==> src/rtl/rmu_pkg.sv <==
package rmu_pkg;

    // Operand width: one bit per record region.
    parameter int RMU_W = 32;
    // Count width large enough to hold the value RMU_W itself.
    localparam int RMU_CW = $clog2(RMU_W + 1);

    typedef logic [RMU_W-1:0]  mask_t;
    typedef logic [RMU_CW-1:0] count_t;

    // Complete registered result of one comparison.
    typedef struct packed {
        logic   valid;
        mask_t  overlap;
        mask_t  similar;
        mask_t  left_nb;
        mask_t  right_nb;
        mask_t  adjacent;
        count_t ovl_cnt;
        count_t sim_cnt;
    } rmu_result_t;

endpackage

==> src/rtl/rmu_mask_logic.sv <==
module rmu_mask_logic
    import rmu_pkg::*;
#(
    parameter int W = RMU_W
) (
    input  logic [W-1:0] op_a,
    input  logic [W-1:0] op_b,
    output logic [W-1:0] overlap,
    output logic [W-1:0] similar,
    output logic [W-1:0] left_nb,
    output logic [W-1:0] right_nb,
    output logic [W-1:0] adjacent
);

    // B moved one region up and one region down, zero-filled at the ends.
    logic [W-1:0] b_up;
    logic [W-1:0] b_dn;

    genvar g;
    generate
        for (g = 0; g < W; g++) begin : g_shift
            if (g == 0) begin : g_lo_edge
                assign b_up[g] = 1'b0;
            end else begin : g_lo_body
                assign b_up[g] = op_b[g-1];
            end
            if (g == W - 1) begin : g_hi_edge
                assign b_dn[g] = 1'b0;
            end else begin : g_hi_body
                assign b_dn[g] = op_b[g+1];
            end
        end
    endgenerate

    always_comb begin
        overlap  = op_a & op_b;
        similar  = ~(op_a ^ op_b);
        left_nb  = op_a & b_up;
        right_nb = op_a & b_dn;
        adjacent = left_nb | right_nb;
    end

endmodule

==> src/rtl/rmu_popcount.sv <==
module rmu_popcount
    import rmu_pkg::*;
#(
    parameter int W  = RMU_W,
    parameter int CW = $clog2(W + 1)
) (
    input  logic [W-1:0]  bits_in,
    output logic [CW-1:0] ones
);

    // Count in nibbles first, then add the nibble counts.
    localparam int NIB   = 4;
    localparam int NCH   = (W + NIB - 1) / NIB;
    localparam int PAD_W = NCH * NIB;

    logic [PAD_W-1:0] padded;
    logic [2:0]       part [NCH];

    assign padded = PAD_W'(bits_in);

    genvar c;
    generate
        for (c = 0; c < NCH; c++) begin : g_nib
            assign part[c] = {2'b00, padded[c*NIB]}
                           + {2'b00, padded[c*NIB+1]}
                           + {2'b00, padded[c*NIB+2]}
                           + {2'b00, padded[c*NIB+3]};
        end
    endgenerate

    always_comb begin
        ones = '0;
        for (int i = 0; i < NCH; i++) begin
            ones = ones + CW'(part[i]);
        end
    end

endmodule

==> src/rtl/region_match_unit.sv <==
module region_match_unit
    import rmu_pkg::*;
(
    input  logic              clk,
    input  logic              rst,
    input  logic              in_valid,
    input  logic [RMU_W-1:0]  a_word,
    input  logic [RMU_W-1:0]  b_word,
    output logic              out_valid,
    output logic [RMU_W-1:0]  overlap_mask,
    output logic [RMU_W-1:0]  similar_mask,
    output logic [RMU_W-1:0]  left_mask,
    output logic [RMU_W-1:0]  right_mask,
    output logic [RMU_W-1:0]  adjacent_mask,
    output logic [RMU_CW-1:0] overlap_count,
    output logic [RMU_CW-1:0] similar_count
);

    localparam int W  = RMU_W;
    localparam int CW = RMU_CW;

    mask_t  ovl_c;
    mask_t  sim_c;
    mask_t  lft_c;
    mask_t  rgt_c;
    mask_t  adj_c;
    count_t ovl_cnt_c;
    count_t sim_cnt_c;

    rmu_result_t res_d;
    rmu_result_t res_q;

    rmu_mask_logic #(.W(W)) i_masks (
        .op_a     (a_word),
        .op_b     (b_word),
        .overlap  (ovl_c),
        .similar  (sim_c),
        .left_nb  (lft_c),
        .right_nb (rgt_c),
        .adjacent (adj_c)
    );

    rmu_popcount #(.W(W), .CW(CW)) i_ovl_count (
        .bits_in (ovl_c),
        .ones    (ovl_cnt_c)
    );

    rmu_popcount #(.W(W), .CW(CW)) i_sim_count (
        .bits_in (sim_c),
        .ones    (sim_cnt_c)
    );

    // Next-state: load a fresh result on a strobe, otherwise keep the data.
    always_comb begin
        res_d       = res_q;
        res_d.valid = in_valid;
        if (in_valid) begin
            res_d.overlap  = ovl_c;
            res_d.similar  = sim_c;
            res_d.left_nb  = lft_c;
            res_d.right_nb = rgt_c;
            res_d.adjacent = adj_c;
            res_d.ovl_cnt  = ovl_cnt_c;
            res_d.sim_cnt  = sim_cnt_c;
        end
    end

    always_ff @(posedge clk) begin
        if (rst) begin
            res_q <= '0;
        end else begin
            res_q <= res_d;
        end
    end

    assign out_valid     = res_q.valid;
    assign overlap_mask  = res_q.overlap;
    assign similar_mask  = res_q.similar;
    assign left_mask     = res_q.left_nb;
    assign right_mask    = res_q.right_nb;
    assign adjacent_mask = res_q.adjacent;
    assign overlap_count = res_q.ovl_cnt;
    assign similar_count = res_q.sim_cnt;

    // ---------------- assertions ----------------
    p_overlap_r1: assert property (@(posedge clk) disable iff (rst)
        in_valid |=> overlap_mask == ($past(a_word) & $past(b_word)));

    p_similar_r2: assert property (@(posedge clk) disable iff (rst)
        in_valid |=> (similar_mask ^ $past(a_word) ^ $past(b_word)) == {W{1'b1}});

    p_left_r3: assert property (@(posedge clk) disable iff (rst)
        in_valid |=> left_mask == ($past(a_word) & ($past(b_word) << 1)));

    p_right_r4: assert property (@(posedge clk) disable iff (rst)
        in_valid |=> right_mask == ($past(a_word) & ($past(b_word) >> 1)));

    p_adj_within_a_r5: assert property (@(posedge clk) disable iff (rst)
        in_valid |=> (adjacent_mask & ~$past(a_word)) == '0);

    p_ovl_count_r6: assert property (@(posedge clk) disable iff (rst)
        out_valid |-> (overlap_count == CW'($countones(overlap_mask))
                       && overlap_count <= CW'(W)));

    p_sim_count_r7: assert property (@(posedge clk) disable iff (rst)
        out_valid |-> similar_count == CW'($countones(similar_mask)));

    p_valid_rise_r8: assert property (@(posedge clk) disable iff (rst)
        in_valid |=> out_valid);

    p_valid_fall_r8: assert property (@(posedge clk) disable iff (rst)
        !in_valid |=> !out_valid);

    p_hold_r10: assert property (@(posedge clk) disable iff (rst)
        !in_valid |=> ($stable(overlap_mask) && $stable(similar_mask)
                       && $stable(adjacent_mask) && $stable(overlap_count)
                       && $stable(similar_count)));

endmodule

==> config.mk <==
export PLATFORM = sky130hd
export DESIGN_NAME = region_match_unit
export DESIGN_NICKNAME = d
export VERILOG_FILES = /design/src/rtl/rmu_pkg.sv /design/src/rtl/rmu_mask_logic.sv /design/src/rtl/rmu_popcount.sv /design/src/rtl/region_match_unit.sv
export SDC_FILE = /design/constraint.sdc
export NUM_CORES = 1
export LEC_CHECK = 0
export CORE_ASPECT_RATIO = 0.6
export CORE_UTILIZATION = 61
export CTS_CLUSTER_DIAMETER = 80
export DETAILED_ROUTE_END_ITERATION = 6
export DONT_BUFFER_PORTS = 1
export PLACE_DENSITY_LB_ADDON = 0.08
export SYNTH_ARGS = -nofsm -noshare
export SYNTH_HDL_FRONTEND = slang
export SYNTH_SLANG_ARGS = --single-unit
export TNS_END_PERCENT = 10
==> constraint.sdc <==
create_clock -name clk -period 14.26 [get_ports clk]
set_input_delay 2.139 -clock clk [delete_from_list [all_inputs] [get_ports clk]]
set_output_delay 2.139 -clock clk [all_outputs]
set_load 0.05 [all_outputs]
Yosys cells after proc, flatten, opt, wreduce, memory -nomap -nowiden
Index checks and enable logic that the tools add are counted.
{ "classes": {"n_addsub": 62, "bitwise": 6} }
{ "op_table": {"columns": ["operator", "n"], "rows": [
  ["3-bit by 1-bit adder with 3-bit output", 32],
  ["6-bit by 3-bit adder with 6-bit output", 12],
  ["32-bit bitwise AND", 2],
  ["1-bit by 1-bit adder with 2-bit output", 16],
  ["32-bit by 31-bit bitwise AND with 32-bit output", 1],
  ["32-bit inverter", 1],
  ["32-bit OR", 1],
  ["32-bit bitwise XOR", 1],
  ["3-bit by 3-bit adder with 4-bit output", 2]
]} }
{ "word_totals": {"output_inout_bits": 173, "reg_bits": 173, "input_bits": 67} }

Depth between registers and ports, before layout
{ "logic_depth": {"ltp_word": 12, "ltp_mapped": 21} }

Modules after synthesis
From an unflattened synthesis, not the netlist that was laid out.
{ "unflattened": {"hier_cells": 871, "hier_area_um2": 9034.9} }
{ "modules_own_cells": {"columns": ["module", "area_each_um2", "cells_each", "instances"], "rows": [
  ["region_match_unit", 6128.4, 556, 1],
  ["rmu_popcount", 834.6, 77, 2],
  ["rmu_mask_logic", 1237.4, 161, 1]
]} }

Worst setup path after synthesis
No wires, ideal clock.
{ "synth_timing": {"path_type": "input-to-reg", "start": "input a_word[4]", "end": "register res_q, in the netlist similar_count[5]", "arrival_ps": 7235, "slack_ps": 6943, "stages": 20, "setup_time_ps": 82, "path_cell_list": "ha_1 -> inv_1 -> ha_1 -> inv_1 -> fa_1 -> inv_1 -> ha_1 -> inv_1 -> fa_1 -> xnor2_1 -> fa_1 -> inv_1 -> fa_1 -> inv_1 -> fa_1 -> fa_1 -> fa_1 -> a21o_1 -> a2111o_1 -> o221ai_1"} }
{ "synth_between": {"elab_chain_cells": 12} }
{ "synth_lines": {"columns": ["element", "line_no", "source"], "rows": [
  ["start, declared", "region_match_unit.sv:7", "input logic [RMU_W-1:0] a_word,"],
  ["32-bit bitwise XOR", "rmu_mask_logic.sv:37", "similar = ~(op_a ^ op_b);"],
  ["32-bit inverter", "rmu_mask_logic.sv:37", null],
  ["named net i_masks.similar[4]", "rmu_mask_logic.sv:9", "output logic [W-1:0] similar,"],
  ["1-bit by 1-bit adder with 2-bit output", "rmu_popcount.sv:25", "+ {2'b00, padded[c*NIB+1]}"],
  ["3-bit by 1-bit adder with 3-bit output", "rmu_popcount.sv:26", "+ {2'b00, padded[c*NIB+2]}"],
  ["3-bit by 1-bit adder with 3-bit output", "rmu_popcount.sv:27", "+ {2'b00, padded[c*NIB+3]};"],
  ["3-bit by 3-bit adder with 4-bit output", "rmu_popcount.sv:34", "ones = ones + CW'(part[i]);"],
  ["6-bit by 3-bit adder with 6-bit output (6 in a row)", "rmu_popcount.sv:34", null],
  ["end signal, assigned", "region_match_unit.sv:72", "res_q <= res_d;"],
  ["end, declared", "region_match_unit.sv:31", "rmu_result_t res_q;"]
]} }
The timed path passes the listed nets, and every way through them passes these cells.
A chain may end at the register's enable or synchronous reset.

Final worst setup path
{ "layout_timing": {"start": "input a_word[0]", "end": "register res_q, in the netlist similar_count[5]"} }
The elaborated chain is that of the path after synthesis.

==> impl_metrics.csv <==
group,metric,value,unit
clock_network,insertion_delay,420,ps
place,detailedPlace.worstSlack,6710,ps
grt,grt_pass1_wl,31200,um
synthesis,synth_seq_cells,169,
power_and_ir_drop,p_per_area,206,nW/um2
clock_network,clk_pin_slew_worst_paths,70,ps
hold_path,hold_path.class,"register to register",
clock_network,cts_hold_buf,0,
timing,setup_violations,0,
drt,vias,6225,
synthesis,yosysWarnings,0,
synthesis,synthDistinctLibCells,24,
clock_network,cts_made_buffers,17,
floorplanning,core,13700,um2
place,io_buffers,0,
layout,seq_area,3380,um2
layout,final_area,9200,um2
floorplanning,io_pins,240,
place,place_hpwl,14000,um
place,place_area,8570,um2
timing,finalCritPeriodShare,49.9,%
synthesis,yosysSeqAreaShare,39.3,%
critical_path,startpoint_type,"input port",
layout,area_growth_syn_to_layout,6.83,%
clock_network,clk_path_buf_depth,2,
floorplanning,chipHeight,94.0,um
critical_path,worst_ep_required_time,14600,ps
synthesis,synthesis.area,8610,um2
floorplanning,start_util,62.8,%
hold_path,min_to,"right_mask[17]",
floorplanning,rows,33,
floorplanning,die_w,155,um
synthesis,synthSimpleGateAreaFrac,11.4,%
hold_path,hold_start,"right_mask[17]",
clock_network,cts-resized-gates,0,
synthesis,synth_top_family_by_area,"adder cells",
clock_network,cts_tree,"built",
clock_network,cts_max_level,4,
grt,grtUsageTotal,27.3,%
timing,rsz0062_at_grt,"false",
critical_path,r2r_setup_slack,12960,ps
layout,antenna_cells,0,
grt,grt_overflow,0,
clock_network,root_buffer,"clkbuf_16",
timing,final_max_slew_viol_count,0,
critical_path,critPathKind,"input port to register",
critical_path,arrival,7460,ps
place,gp_congestion,0.882,
timing,fin_crit,7120,ps
synthesis,synth_mux_area_share,4.42,%
critical_path,end_kind,"register",
drt,postRouteAntennaNets,0,
synthesis,synthAdderAreaFrac,23.3,%
power_and_ir_drop,ir_drop,0.000165,V
drt,drc,0,
timing,setup_ws,7140,ps
power_and_ir_drop,leakage,4.10,nW
drt,via_per_inst,5.66,
synthesis,avgSynthCellArea,9.26,um2
synthesis,synth_compound_area_share,12.8,%
critical_path,critPathMaxFanout,2,
timing,fmax,140,MHz
synthesis,syn_inst,930,
layout,multiInputGateArea,4520,um2
drt,drt-total-wl,19500,um
timing,clock_skew,0,ps
layout,final_common_cell,"dfxtp_1",
drt,drt_iter0_drc,421,
synthesis,synthXorXnorAreaFrac,0.407,%
grt,antenna_found_initial,0,
grt,first_global_vias,6149,
timing,hold_ws,717,ps
run_status,status,"completed",
critical_path,r2r.worst_path.cells,2,
drt,dr.pass1.iters,6,
clock_network,post_cts_buffers,0,
critical_path,reg2reg_from,"adjacent_mask[0]",
layout,drive_gt1_share,3.75,%
layout,fin_nets,1095,
layout,final_cell_mix,"dfxtp_1 (169), inv_1 (111), nand2_1 (100), a21oi_1 (96), ha_1 (90)",
clock_network,clkSinkCount,169,
timing,tns,0,ps
timing,tightest_slew,984,ps
flow_run,maxCapViolations,0,
critical_path,r2r-end,"adjacent_mask[0]",
power_and_ir_drop,finalPower,0.00189,W
timing,hold_violations,0,
hold_path,holdPathStages,2,
grt,grt_max_degree,204,
floorplanning,dieArea,14600,um2
layout,fillers,1111,
timing,max_slew_margin,34.3,%
drt,avgRoutedWirePerCell,17.7,um
[layout make-up]
cell class | count | share of cell area (%)
multi-input combinational | 593 | 49.1
sequential | 169 | 36.8
clock buffer | 17 | 4.62
inverter | 112 | 4.58
tap | 192 | 2.61
clock inverter | 15 | 2.23
timing repair buffer | 1 | 0.0816
[how the worst max path moves through the flow]
stage / startpoint / end / cells after the start
global route: a_word[0] / similar_count[5] / 20
CTS: a_word[0] / similar_count[5] / 20
finish: a_word[0] / similar_count[5] / 20
detailed placement: a_word[0] / similar_count[5] / 20
floorplan: a_word[4] / similar_count[5] / 20
global placement: a_word[4] / similar_count[5] / 20
[synthesized netlist by cell type, drive strengths merged]
master / instances / share of area, %
a2111o: 4 / 0.52
nand2: 100 / 4.4
a21o: 8 / 0.70
buf: 44 / 2.9
inv: 112 / 4.9
conb: 1 / 0.044
ha: 90 / 13
clkbuf: 13 / 0.57
fa: 44 / 10
a211oi: 34 / 3.0
xnor2: 3 / 0.31
xor2: 1 / 0.10
nor2: 73 / 3.2
nand3: 62 / 3.6
or3: 4 / 0.29
dfxtp: 169 / 39
mux2i: 38 / 4.4
o211ai: 30 / 2.6
a21oi: 96 / 5.6
o221ai: 4 / 0.41
[state kept, by name, indices dropped and copies added, names as in the netlist]
name           flops
similar_mask      32
similar_count      6
overlap_count      6
out_valid          1
left_mask         31
right_mask        30
adjacent_mask     31
overlap_mask      32
[power breakdown]
part	switching (W)	internal (W)	leakage, nW
Clock	0.000221	0.000270	0.305
Combinational	0.000413	0.000350	2.41
Sequential	0.000131	0.000506	1.39
Total	0.000765	0.00113	4.10
[cells by family after synthesis]
group,count (synthesis)
AOI/OAI and AO/OA,176
xor gates and xnor gates,4
adders and majority gates,134
buffers and inverters,169
DFF,169
muxes,38
other,1
and+or+nand+nor,239
[per-stage QoR]
step	utilization [%]	std cells
global placement	62.5	1067
detailed placement	62.5	1067
finish	67.1	1099
global route	67.1	1099
floorplan	-	931
CTS	67.1	1099
[worst max-delay path: stages]
cell	delay [ps]
ha_1	290
inv_1	60
ha_1	290
inv_1	70
fa_1	410
inv_1	70
ha_1	150
inv_1	50
fa_1	380
xnor2_1	160
fa_1	540
inv_1	60
fa_1	540
inv_1	50
fa_1	510
fa_1	550
fa_1	470
a21o_1	210
a2111o_1	400
o221ai_1	70
[metal layers]
metal / vias up / routed length [um] / track usage [%]
met5: - / 0 / 0
met4: 0 / 111 / 7.60
met3: 9 / 1900 / 9.27
met2: 235 / 8590 / 41.2
met1: 2935 / 8890 / 37.2
li1: 3046 / - / -
No activity file was read; power rests on OpenSTA's default activity.
